--- src/rtl/usb_irq_pkg.sv ---
package usb_irq_pkg;
  localparam int REG_W  = 8;
  localparam int ADDR_W = 3;

  localparam logic [ADDR_W-1:0] A_STAT_FLAG = 3'd0;
  localparam logic [ADDR_W-1:0] A_STAT_EN   = 3'd1;
  localparam logic [ADDR_W-1:0] A_ERR_FLAG  = 3'd2;
  localparam logic [ADDR_W-1:0] A_ERR_EN    = 3'd3;
  localparam logic [ADDR_W-1:0] A_OTG_FLAG  = 3'd4;
  localparam logic [ADDR_W-1:0] A_OTG_EN    = 3'd5;

  localparam int STAT_RST_BIT = 0;
  localparam int STAT_SUM_BIT = 1;
  localparam int ERR_CRC_BIT  = 1;

  // implemented (settable) flag bits per group
  localparam logic [REG_W-1:0] ERR_IMPL  = 8'hEF;
  localparam logic [REG_W-1:0] STAT_IMPL = 8'hFD;
  localparam logic [REG_W-1:0] OTG_IMPL  = 8'hFD;
endpackage

--- src/rtl/irq_flag_bank.sv ---
module irq_flag_bank #(
  parameter int          W    = 8,
  parameter logic [W-1:0] IMPL = '1
) (
  input  logic         clk_i,
  input  logic         rst_ni,
  input  logic [W-1:0] set_i,
  input  logic [W-1:0] clr_i,
  input  logic         en_we_i,
  input  logic [W-1:0] en_wdata_i,
  output logic [W-1:0] flag_o,
  output logic [W-1:0] en_o
);
  logic [W-1:0] flag_q, en_q;

  // clear first, then set: set wins on collision
  always_ff @(posedge clk_i or negedge rst_ni) begin
    if (!rst_ni) flag_q <= '0;
    else         flag_q <= ((flag_q & ~clr_i) | set_i) & IMPL;
  end

  always_ff @(posedge clk_i or negedge rst_ni) begin
    if (!rst_ni)      en_q <= '0;
    else if (en_we_i) en_q <= en_wdata_i;
  end

  assign flag_o = flag_q;
  assign en_o   = en_q;
endmodule

--- src/rtl/irq_req_stage.sv ---
module irq_req_stage #(
  parameter int N = 2
) (
  input  logic         clk_i,
  input  logic         rst_ni,
  input  logic [N-1:0] pend_i,
  output logic         irq_o
);
  logic irq_q;

  always_ff @(posedge clk_i or negedge rst_ni) begin
    if (!rst_ni) irq_q <= 1'b0;
    else         irq_q <= |pend_i;
  end

  assign irq_o = irq_q;
endmodule

--- src/rtl/usb_irq_funnel.sv ---
module usb_irq_funnel
  import usb_irq_pkg::*;
(
  input  logic              clk_i,
  input  logic              rst_ni,
  input  logic              host_mode_i,
  input  logic [REG_W-1:0]  err_evt_i,
  input  logic              eof_err_i,
  input  logic [REG_W-1:0]  stat_evt_i,
  input  logic              detach_i,
  input  logic [REG_W-1:0]  otg_evt_i,
  input  logic              reg_we_i,
  input  logic [ADDR_W-1:0] reg_addr_i,
  input  logic [REG_W-1:0]  reg_wdata_i,
  output logic [REG_W-1:0]  reg_rdata_o,
  output logic              irq_o
);
  logic [REG_W-1:0] err_set, stat_set, otg_set;
  logic [REG_W-1:0] err_flags, err_en, stat_flags, stat_en, otg_flags, otg_en;
  logic [REG_W-1:0] stat_view;
  logic             err_sum;
  logic [1:0]       pend;

  // role-dependent source on shared bits
  always_comb begin
    err_set  = err_evt_i & ERR_IMPL;
    stat_set = stat_evt_i & STAT_IMPL;
    otg_set  = otg_evt_i & OTG_IMPL;
    err_set[ERR_CRC_BIT]   = host_mode_i ? eof_err_i : err_evt_i[ERR_CRC_BIT];
    stat_set[STAT_RST_BIT] = host_mode_i ? detach_i  : stat_evt_i[STAT_RST_BIT];
  end

  function automatic logic [REG_W-1:0] clr_for(logic [ADDR_W-1:0] a);
    return (reg_we_i && reg_addr_i == a) ? reg_wdata_i : '0;
  endfunction

  irq_flag_bank #(.W(REG_W), .IMPL(ERR_IMPL)) u_err (
    .clk_i, .rst_ni, .set_i(err_set), .clr_i(clr_for(A_ERR_FLAG)),
    .en_we_i(reg_we_i && reg_addr_i == A_ERR_EN), .en_wdata_i(reg_wdata_i),
    .flag_o(err_flags), .en_o(err_en));

  irq_flag_bank #(.W(REG_W), .IMPL(STAT_IMPL)) u_stat (
    .clk_i, .rst_ni, .set_i(stat_set), .clr_i(clr_for(A_STAT_FLAG)),
    .en_we_i(reg_we_i && reg_addr_i == A_STAT_EN), .en_wdata_i(reg_wdata_i),
    .flag_o(stat_flags), .en_o(stat_en));

  irq_flag_bank #(.W(REG_W), .IMPL(OTG_IMPL)) u_otg (
    .clk_i, .rst_ni, .set_i(otg_set), .clr_i(clr_for(A_OTG_FLAG)),
    .en_we_i(reg_we_i && reg_addr_i == A_OTG_EN), .en_wdata_i(reg_wdata_i),
    .flag_o(otg_flags), .en_o(otg_en));

  assign err_sum = |(err_flags & err_en);

  always_comb begin
    stat_view = stat_flags;
    stat_view[STAT_SUM_BIT] = err_sum;
  end

  assign pend = {|(otg_flags & otg_en), |(stat_view & stat_en)};

  irq_req_stage #(.N(2)) u_req (
    .clk_i, .rst_ni, .pend_i(pend), .irq_o);

  always_comb begin
    unique case (reg_addr_i)
      A_STAT_FLAG: reg_rdata_o = stat_view;
      A_STAT_EN:   reg_rdata_o = stat_en;
      A_ERR_FLAG:  reg_rdata_o = err_flags;
      A_ERR_EN:    reg_rdata_o = err_en;
      A_OTG_FLAG:  reg_rdata_o = otg_flags;
      A_OTG_EN:    reg_rdata_o = otg_en;
      default:     reg_rdata_o = '0;
    endcase
  end
endmodule

--- config.mk ---
export PLATFORM = sky130hd
export DESIGN_NAME = usb_irq_funnel
export DESIGN_NICKNAME = d
export VERILOG_FILES = /design/src/rtl/usb_irq_pkg.sv /design/src/rtl/irq_flag_bank.sv /design/src/rtl/irq_req_stage.sv /design/src/rtl/usb_irq_funnel.sv
export SDC_FILE = /design/constraint.sdc
export NUM_CORES = 1
export LEC_CHECK = 0
export ABC_CLOCK_PERIOD_IN_PS = 3920
export BUFFER_PORTS_ARGS = -buffer_cell sky130_fd_sc_hd__buf_4
export CAP_MARGIN = 20
export CORE_MARGIN = 5
export CORE_UTILIZATION = 58
export DETAILED_ROUTE_END_ITERATION = 6
export PLACE_DENSITY = 0.86
export SYNTH_ARGS = -nofsm -noshare
export SYNTH_HDL_FRONTEND = slang
export SYNTH_SLANG_ARGS = --single-unit
--- constraint.sdc ---
create_clock -name clk_i -period 3.92 [get_ports clk_i]
set_input_delay 0.98 -clock clk_i [delete_from_list [all_inputs] [get_ports clk_i]]
set_output_delay 0.98 -clock clk_i [all_outputs]
set_load 0.01 [all_outputs]
==> Flow_metrics.wiki <==
{| class="wikitable"
! Metric !! Value
|-
| Transition time of the tightest slew-check pin || 1.101 ns
|-
| Setup slack on the worst flop-to-flop path || between 2 and 3 ns
|-
| Aggregate global-route resource usage || roughly 22%
|-
| HP Class || flop to flop
|-
| Yosys warns || 0
|-
| Highest-count cells in the layout ignoring fill and taps || 47 x sky130_fd_sc_hd__buf_4, 46 x sky130_fd_sc_hd__dfrtp_1, 30 x sky130_fd_sc_hd__mux2_2
|-
| Launch point of the worst hold path || u_stat.flag_o[3]
|-
| Commonest register cell after synthesis || sky130_fd_sc_hd__dfrtp_1
|-
| Status || finished clean
|-
| Source-to-sink clock delay at the later pin of the worst-skew pair || 0.30 ns
|-
| Launching element of the worst setup path || reg_addr_i[1]
|-
| Remaining antenna violation count after routing || 0
|-
| CTS tree || yes
|-
| Post_cts resized || 0
|-
| Effective utilization at floorplan || 59.22%
|-
| RSZ-0062 raised after global routing || no
|-
| Net count after synthesis || 235
|-
| Post-synth ARST share || 100.0%
|-
| Hold-fix buffer count after cts || 0
|-
| Vias per std cell || 6.097
|-
| Setup TNS after final layout || 0 ns
|-
| Most prevalent standard cell on the critical path || sky130_fd_sc_hd__buf_4
|-
| DP Wirelength || 3805 um
|-
| Number of buffers and inverters on the critical path || 2
|-
| Finished layout cell area || 0.002795 mm^2
|-
| Number of I/O pins || 50
|-
| Number of distinct library cells after synthesis || 39
|-
| Clock skew after layout || 0.007988 ns
|-
| Drt pass-1 iters || 4
|-
| Count of vias placed by the detailed router || between 1500 and 2000
|-
| Beginning of the worst register-to-register path || u_err.flag_o[1]
|-
| ANT cells || 0
|-
| Share of synthesized area occupied by flip-flops and latches || 49.30%
|-
| Internal power || between 800 and 900 uW
|-
| Wirelength per Cell || 19.22 um
|-
| Required time reported for the critical path endpoint || 2.94 ns
|-
| Fraction of layout cells with a size suffix above 1 || 38.08%
|-
| Arrival time at the worst endpoint || 2.32 ns
|-
| Final Net Count || 279
|-
| Fin crit share || between 80% and 90%
|-
| Count of flip-flops with a built-in enable after synthesis || 0
|-
| Cell with the largest stage delay on the worst path || sky130_fd_sc_hd__nor2b_1
|-
| Vias in the first global route || 1755
|-
| Post-Route Utilization || 70.90%
|-
| Startpoint type of the worst setup path || input port
|-
| Worst reg2reg path endpoint || u_req.irq_o
|-
| Worst-path clk slew || 0.08 ns
|-
| Leakage power figure || around 0.0011 uW
|-
| Max Clock Freq || 0.3028 GHz
|-
| Die Height || 73.45 um
|-
| DR DRC count || 0
|-
| Least setup slack across all paths after layout || 0.6179 ns
|-
| Clock buffers created by TritonCTS || 5
|-
| Most common cell after layout, fill and taps aside || sky130_fd_sc_hd__buf_4
|-
| Clock H-tree levels || 2
|-
| Congestion Overflow GR || 0
|-
| Mean instance size in the synthesized netlist || 12.03 um^2
|-
| Area of the mapped netlist || roughly 0.0023 mm^2
|-
| Total clock sinks || 46
|-
| Row Count || 23
|-
| Switching pwr || 302.5 uW
|-
| Final-report setup violation count || 0
|-
| Number of DRC markers in iteration 0 || 145
|-
| Number of I/O port buffers || 46
|-
| Combinational share of power || 20.6%
|-
| End point of the worst hold path || u_stat.flag_o[3]
|-
| Shortest clock period the worst path allows after layout || 3.302 ns
|-
| Clock root buffer || sky130_fd_sc_hd__clkbuf_8
|-
| Total Wirelength || 5555 um
|-
| Core outline area || just under 0.004 mm^2
|-
| Max Transition Viols Final || 0
|-
| Area Overhead vs Synth || 19.72%
|-
| Slew headroom || 25.55%
|-
| First-pass GRT wire length || roughly 8800 um
|-
| Initial antenna violation count || 0
|-
| Worst Reg2Reg Path Length in Cells || 3
|-
| P per Cell Area || 396.2 mW/mm^2
|-
| Critical-path cell list || buf_4 -> nor2b_1 -> a22oi_1 -> o221ai_1 -> buf_4
|-
| CP endpoint kind || output port
|-
| Reg power frac || 52.5%
|-
| Stage delay of the slowest cell on the critical path || about 0.54 ns
|-
| Clock buffer depth || 2
|-
| Max-capacitance violation count || 0
|-
| Die Area || 0.005394 mm^2
|-
| Post-Place Setup Slack || 0.6471 ns
|-
| Fraction of power consumed by the clock network || between 20% and 30%
|-
| CP max FO || 19
|-
| Critical setup path kind || input port to output port
|-
| Chip Width || 73.45 um
|-
| Post-CTS setup buffers || 0
|-
| Largest net degree at the start of global routing || 47
|-
| Gate count of the mapped netlist || 194
|-
| Hold Path Depth || 1
|-
| Tot Pwr || 1107 uW
|-
| Switching share of power || 27.31%
|-
| Final hold vios || 0
|-
| Worst supply voltage drop on vdd || approximately 0.29 mV
|-
| Area of placed instances || 0.002704 mm^2
|-
| Routability-driven placement congestion ratio || 0.8282
|-
| Flops & latches, synth || 46
|-
| Top cell family by delay on the critical path || simple AND/OR/NAND/NOR gates
|}
==> metal layers <==
layer  wire length, um  vias to the layer above  global-route usage [%]
met5                 0                        -                       0
met4                47                        0                   7.243
met3               370                        5                   5.062
met2              2637                       63                   32.68
met1              2499                      871                   30.77
li1                  -                      823                       -
==> power by group through the flow <==
stage	Sequential (uW)	Clock (uW)	Combinational, uW
after floorplan	573	0	144
after CTS	580	302	230
after global placement	585	0	221
final	581	298	228
after global routing	588	324	251
after detailed placement	589	0	228
==> kinds of logic (layout without fill, tap and decap cells) <==
family	after synthesis	after routing	share of synthesized area, %
AOI/OAI and AO/OA	54	54	17.69
DFF	46	46	49.30
muxes	37	37	17.47
buffers and inverters	11	56	2.679
and+or+nand+nor	46	46	12.86
==> final cells by class <==
type	count	area [um^2]
sequential	46	1151
fill	306	1147
multi-input combinational	137	1134
timing repair buffer	47	352.8
clock buffer	7	86.33
tap	50	62.56
clock inverter	1	5.005
inverter	1	3.754
==> stage by stage <==
step                      hold slack, ns  cells
after floorplan                   0.4631    194
after global placement            0.4752    281
after detailed placement          0.4903    281
after CTS                         0.5084    289
after global routing              0.5244    289
final                             0.5075    289
==> worst max-delay path by stage <==
stage,depth (start not counted),slack (ns),to
floorplan,5,0.93,reg_rdata_o[0]
global placement,5,0.67,reg_rdata_o[3]
detailed placement,5,0.65,reg_rdata_o[3]
CTS,5,0.65,reg_rdata_o[3]
global route,5,0.54,reg_rdata_o[6]
finish,5,0.62,reg_rdata_o[3]
==> cells in the mapped netlist (2+ instances only) <==
| cell type | number | area share, % |
|---|---|---|
| sky130_fd_sc_hd__mux2_2 | 30 | 14 |
| sky130_fd_sc_hd__a21o_1 | 20 | 6.4 |
| sky130_fd_sc_hd__a221oi_1 | 3 | 1.1 |
| sky130_fd_sc_hd__o221ai_1 | 2 | 0.75 |
| sky130_fd_sc_hd__a22oi_1 | 14 | 4.5 |
| sky130_fd_sc_hd__a21oi_1 | 3 | 0.64 |
| sky130_fd_sc_hd__buf_4 | 2 | 0.64 |
| sky130_fd_sc_hd__clkbuf_1 | 2 | 0.32 |
| sky130_fd_sc_hd__nor4bb_1 | 2 | 0.86 |
| sky130_fd_sc_hd__and3_1 | 2 | 0.54 |
| sky130_fd_sc_hd__nand2_1 | 21 | 3.4 |
| sky130_fd_sc_hd__dfrtp_1 | 46 | 49 |
| sky130_fd_sc_hd__buf_2 | 5 | 1.1 |
| sky130_fd_sc_hd__a221o_1 | 2 | 0.86 |
| sky130_fd_sc_hd__nor2b_1 | 5 | 1.3 |
| sky130_fd_sc_hd__nand3_1 | 4 | 0.86 |
| sky130_fd_sc_hd__o21ai_0 | 3 | 0.64 |
| sky130_fd_sc_hd__mux2i_1 | 7 | 3.0 |
==> sequential cells by signal, indices dropped and copies added, names as in the netlist <==
signal         flops
u_err.en_o         8
u_err.flag_o       7
u_otg.en_o         8
u_otg.flag_o       7
u_req.irq_o        1
u_stat.en_o        8
u_stat.flag_o      7
No activity file was read; power rests on OpenSTA's default activity.
